### config.mk
export PLATFORM = sky130hd
export DESIGN_NAME = gdec_top
export DESIGN_NICKNAME = d
export VERILOG_FILES = /design/src/rtl/gdec_pkg.sv /design/src/rtl/gdec_ctrl.sv /design/src/rtl/gdec_ring.sv /design/src/rtl/gdec_top.sv
export SDC_FILE = /design/constraint.sdc
export NUM_CORES = 1
export LEC_CHECK = 0
export BUFFER_PORTS_ARGS = -buffer_cell sky130_fd_sc_hd__buf_2
export CELL_PAD_IN_SITES_DETAIL_PLACEMENT = 1
export CELL_PAD_IN_SITES_GLOBAL_PLACEMENT = 1
export CORE_MARGIN = 3
export CORE_UTILIZATION = 40
export DETAILED_ROUTE_END_ITERATION = 8
export MAX_ROUTING_LAYER = met4
export PLACE_DENSITY = 0.74
export SYNTH_ARGS = -nofsm -noshare
export SYNTH_HDL_FRONTEND = slang
export SYNTH_HIERARCHICAL = 1
export SYNTH_SLANG_ARGS = --single-unit
export TNS_END_PERCENT = 5
### constraint.sdc
create_clock -name clk -period 1.9 [get_ports clk]
set_clock_uncertainty 0.15 [all_clocks]
set_input_delay 0.38 -clock clk [delete_from_list [all_inputs] [get_ports clk]]
set_output_delay 0.38 -clock clk [all_outputs]
set_load 0.1 [all_outputs]
### src/rtl/gdec_pkg.sv
package gdec_pkg;

  typedef enum logic [1:0] {
    ST_PFX  = 2'd0,   // take a prefix bit or the separator
    ST_ZRUN = 2'd1,   // expand one prefix one into GROUP zeros
    ST_TAIL = 2'd2,   // shift in remainder bits
    ST_EMIT = 2'd3    // emit remainder zeros then the closing one
  } gdec_state_e;

  // A counter has reached its limit.
  function automatic logic count_done(input int unsigned cnt, input int unsigned limit);
    return cnt == limit;
  endfunction

  // Bit produced in the emit phase: one only at the last position.
  function automatic logic emit_value(input int unsigned pos, input int unsigned rem);
    return pos == rem;
  endfunction

  // Pattern bit from difference bit and the bit leaving the ring.
  function automatic logic rebuild_bit(input logic diff, input logic oldest);
    return diff ^ oldest;
  endfunction

endpackage

### src/rtl/gdec_ctrl.sv
module gdec_ctrl
  import gdec_pkg::*;
#(
  parameter int unsigned GROUP = 4
) (
  input  logic clk,
  input  logic rst,
  input  logic enc_bit,
  output logic enc_en,
  output logic dbit,
  output logic dvalid,
  output logic at_prefix
);
  // GROUP must be a power of two, at least 2.
  localparam int unsigned TW = $clog2(GROUP);
  localparam int unsigned LAST_ZERO = GROUP - 1;
  localparam int unsigned LAST_TAIL = TW - 1;

  gdec_state_e      state_q;
  logic [TW-1:0]    cnt_q;   // shared run / tail-bit counter
  logic [TW-1:0]    rem_q;
  logic [TW-1:0]    rem_shift;

  assign rem_shift = TW'({rem_q, enc_bit});

  always_ff @(posedge clk) begin
    if (rst) begin
      state_q <= ST_PFX;
      cnt_q   <= '0;
      rem_q   <= '0;
    end else begin
      unique case (state_q)
        ST_PFX: begin
          cnt_q <= '0;
          if (enc_bit) begin
            state_q <= ST_ZRUN;
          end else begin
            state_q <= ST_TAIL;
            rem_q   <= '0;
          end
        end
        ST_ZRUN: begin
          if (count_done(32'(cnt_q), LAST_ZERO)) begin
            state_q <= ST_PFX;
            cnt_q   <= '0;
          end else begin
            cnt_q <= cnt_q + 1'b1;
          end
        end
        ST_TAIL: begin
          rem_q <= rem_shift;
          if (count_done(32'(cnt_q), LAST_TAIL)) begin
            state_q <= ST_EMIT;
            cnt_q   <= '0;
          end else begin
            cnt_q <= cnt_q + 1'b1;
          end
        end
        ST_EMIT: begin
          if (count_done(32'(cnt_q), 32'(rem_q))) begin
            state_q <= ST_PFX;
            cnt_q   <= '0;
          end else begin
            cnt_q <= cnt_q + 1'b1;
          end
        end
        default: state_q <= ST_PFX;
      endcase
    end
  end

  assign at_prefix = (state_q == ST_PFX);
  assign enc_en    = (state_q == ST_PFX) || (state_q == ST_TAIL);
  assign dvalid    = (state_q == ST_ZRUN) || (state_q == ST_EMIT);
  assign dbit      = (state_q == ST_EMIT) && emit_value(32'(cnt_q), 32'(rem_q));

endmodule

### src/rtl/gdec_ring.sv
module gdec_ring
  import gdec_pkg::*;
#(
  parameter int unsigned CHAIN_LEN = 8
) (
  input  logic clk,
  input  logic rst,
  input  logic dvalid,
  input  logic dbit,
  output logic pat_bit,
  output logic oldest
);
  // CHAIN_LEN must be at least 2.
  logic [CHAIN_LEN-1:0] ring_q;

  assign oldest  = ring_q[CHAIN_LEN-1];
  assign pat_bit = rebuild_bit(dbit, oldest);

  always_ff @(posedge clk) begin
    if (rst) begin
      ring_q <= '0;
    end else if (dvalid) begin
      ring_q <= {ring_q[CHAIN_LEN-2:0], pat_bit};
    end
  end

endmodule

### src/rtl/gdec_top.sv
module gdec_top #(
  parameter int unsigned GROUP     = 4,
  parameter int unsigned CHAIN_LEN = 8
) (
  input  logic clk,
  input  logic rst,
  input  logic enc_bit,
  output logic enc_en,
  output logic diff_bit,
  output logic diff_valid,
  output logic scan_bit,
  output logic scan_valid
);
  logic ctrl_at_prefix;
  logic pfx_one_taken;   // a prefix one is accepted this cycle
  logic csr_oldest;      // bit leaving the cyclical register

  gdec_ctrl #(.GROUP(GROUP)) u_ctrl (
    .clk       (clk),
    .rst       (rst),
    .enc_bit   (enc_bit),
    .enc_en    (enc_en),
    .dbit      (diff_bit),
    .dvalid    (diff_valid),
    .at_prefix (ctrl_at_prefix)
  );

  gdec_ring #(.CHAIN_LEN(CHAIN_LEN)) u_ring (
    .clk     (clk),
    .rst     (rst),
    .dvalid  (diff_valid),
    .dbit    (diff_bit),
    .pat_bit (scan_bit),
    .oldest  (csr_oldest)
  );

  assign pfx_one_taken = ctrl_at_prefix && enc_bit;
  assign scan_valid    = diff_valid;

endmodule

==> metrics <==
die height=between 40 and 50 um; ANT nets after route=0; Reg2Reg Setup Slack=0.46 ns; total global-route track usage=around 17%; root buffer cell=clkbuf_4; Post-Place Setup Slack=slightly below 0.05 ns; # port buffers=7; routing usage on met2=roughly a quarter; met1 Use GR=21.85%; Setup violations, final=2; antenna cell count=0; outcome=finished, violations left; first-pass GRT wire length=~2500 um; busiest grt layer=met2; CTS H-tree depth=1; crit path kind=reg -> out; Final min period=2.037 ns; final count of pins violating max slew=0; worst-path maximum fanout=2; starting density of the core=45.89%; TritonCTS Buffers=3; Slew @ Worst Pin=approximately 0.3 ns; fin cells=between 90 and 100; I/O pin total=8; first-pass detailed-route iteration total=3; CTS tree=yes; mean post-synth cell area=between 9 and 10 um^2; Std-Cell Core Area=0.001415 mm^2; CP required=approximately 1.4 ns; antenna violations before repair=0; max_slew headroom=around 80%; 1st-iter DRT viols=12; met3 Use GR=about 4.7%; vias in the first global route=541; Avg WL per Cell=between 10 and 15 um; Final Hold Vio Count=0; WHS=between 0.2 and 0.3 ns; crit end category=output port; post-cts hold buffer count=0; total routed wirelength=about 1400 um; r2r worst-path depth=4; share of cells above drive strength 1=between 30 and 40%; P&R area growth vs syn=31.79%; DR vias/cell=5.093; Syn Inst Count=70; Final WS setup=-0.1369 ns; final net count=89; CP startpoint kind=flip-flop; placed cell count=91; largest net degree at the start of global routing=19; net count after synthesis=between 70 and 80; Setup crit start=u_ctrl/cnt_q[0]; pwr dens=slightly below 1000 mW/mm^2; Die ar.=approximately 0.0021 mm^2; CTS clock-pin slew for the worst setup and hold paths=approximately 0.080 ns; Static Leak=0.0003375 uW; Fmax=490.9 MHz; synthesized area=between 600 and 700 um^2; failing checks=negative setup slack; gpl congestion=0.6895; Worst R2R Start=u_ctrl/state_q[0]; RSZ-0062 raised after global routing=true; Synth warnings=6; Num Clock Sinks=14; Hold Path Origin=enc_bit; Post-DP HPWL=between 900 and 1000 um; vias post-DR=slightly below 500; Max-Cap Viols=0; Hold Path Class=in -> reg; worst skew pair latency=roughly 0.28 ns; DIE WIDTH=about 46 um; Max rail drop VDD=around 0.57 mV; Tcrit/Tclk final=107.2%; CP endpoint=scan_bit; Critical R2R Capture=u_ctrl/state_q[0]; GRT Residual Overflow=0; Longest Clk Path Bufs=2; drt drc=0; Cell Rows=13; crit path DAT=1.51 ns
[worst max-delay path, stage by stage (launching register included)]
cell	delay (ns)
dfxtp_2	0.35
xor2_2	0.19
nor3_4	0.21
xnor2_2	0.16
clkinvlp_4	0.14
buf_12	0.17
[registers in the layout, summed over array words and instances, names as in the netlist]
signal / cells
u_ring/ring_q: 8
u_ctrl/state_q: 2
u_ctrl/rem_q: 2
u_ctrl/cnt_q: 2
[worst min path at each step]
| stage | endpoint | slack (ns) | depth (start not counted) |
|---|---|---|---|
| 5_1_grt | u_ring/ring_q[4] | 0.31 | 2 |
| 3_3_place_gp | u_ring/ring_q[7] | 0.33 | 2 |
| 2_1_floorplan | u_ctrl/rem_q[1] | 0.30 | 1 |
| 3_5_place_dp | u_ring/ring_q[1] | 0.34 | 2 |
| 6_report | u_ctrl/rem_q[0] | 0.25 | 3 |
| 4_1_cts | u_ctrl/rem_q[0] | 0.26 | 3 |
[layout by cell type (no fill, tap or decap), types with 2 or more instances in the layout]
| cell type | count |
|---|---|
| buf_12 | 4 |
| dfxtp_2 | 4 |
| o21ai_0 | 3 |
| a211oi_1 | 2 |
| buf_4 | 6 |
| mux2i_1 | 7 |
| buf_2 | 2 |
| inv_1 | 3 |
| dfxtp_1 | 10 |
| xor2_2 | 2 |
| nor2b_1 | 3 |
| ha_1 | 3 |
| nor2_1 | 14 |
| clkbuf_4 | 3 |
| nand2_1 | 3 |
[cell type report]
| cell class | instances | area (um^2) |
|---|---|---|
| fillers | 160 | 559.3 |
| repair buffers | 13 | 146.4 |
| multi-input cells | 47 | 350.3 |
| well taps | 15 | 18.77 |
| clock buffers | 4 | 36.28 |
| inverters | 4 | 18.77 |
| flip-flops and latches | 14 | 285.3 |
[per-layer routing]
metal / part of all wire, % / up-vias / wire length [um]
li1: - / 254 / -
met1: 48 / 228 / 652
met2: 46 / 10 / 626
met3: 4.1 / 2 / 55
met4: 1.4 / 0 / 19
met5: 0 / - / 0
[through the flow]
stage / setup TNS, ns / util [%] / total power [uW] / cell area (um^2)
2_1_floorplan: -2.506 / - / 554.1 / 671.9
3_3_place_gp: 0 / 55.00 / 623.4 / 778.2
3_5_place_dp: 0 / 55.00 / 629.3 / 778.2
4_1_cts: -0.2399 / 60.30 / 858.6 / 853.3
5_1_grt: -0.3600 / 60.48 / 898.3 / 855.8
6_report: -0.1936 / 60.48 / 850.8 / 855.8
[power breakdown]
part / leakage [uW] / switching (uW) / internal (uW) / total [uW]
combinational: 0.000201 / 199 / 110 / 308
clock: 0.0000210 / 98.3 / 117 / 215
sequential: 0.000116 / 14.6 / 313 / 328
total: 0.000337 / 312 / 539 / 851
[repair_timing]
action | in CTS | in global routing
endpoints found under the setup margin | 3 | 2
gates resized for setup | 6 | 2
pin swaps | 2 | 3
buffers inserted | 2 | 0
Note: power is estimated with default switching activity, not from simulation.
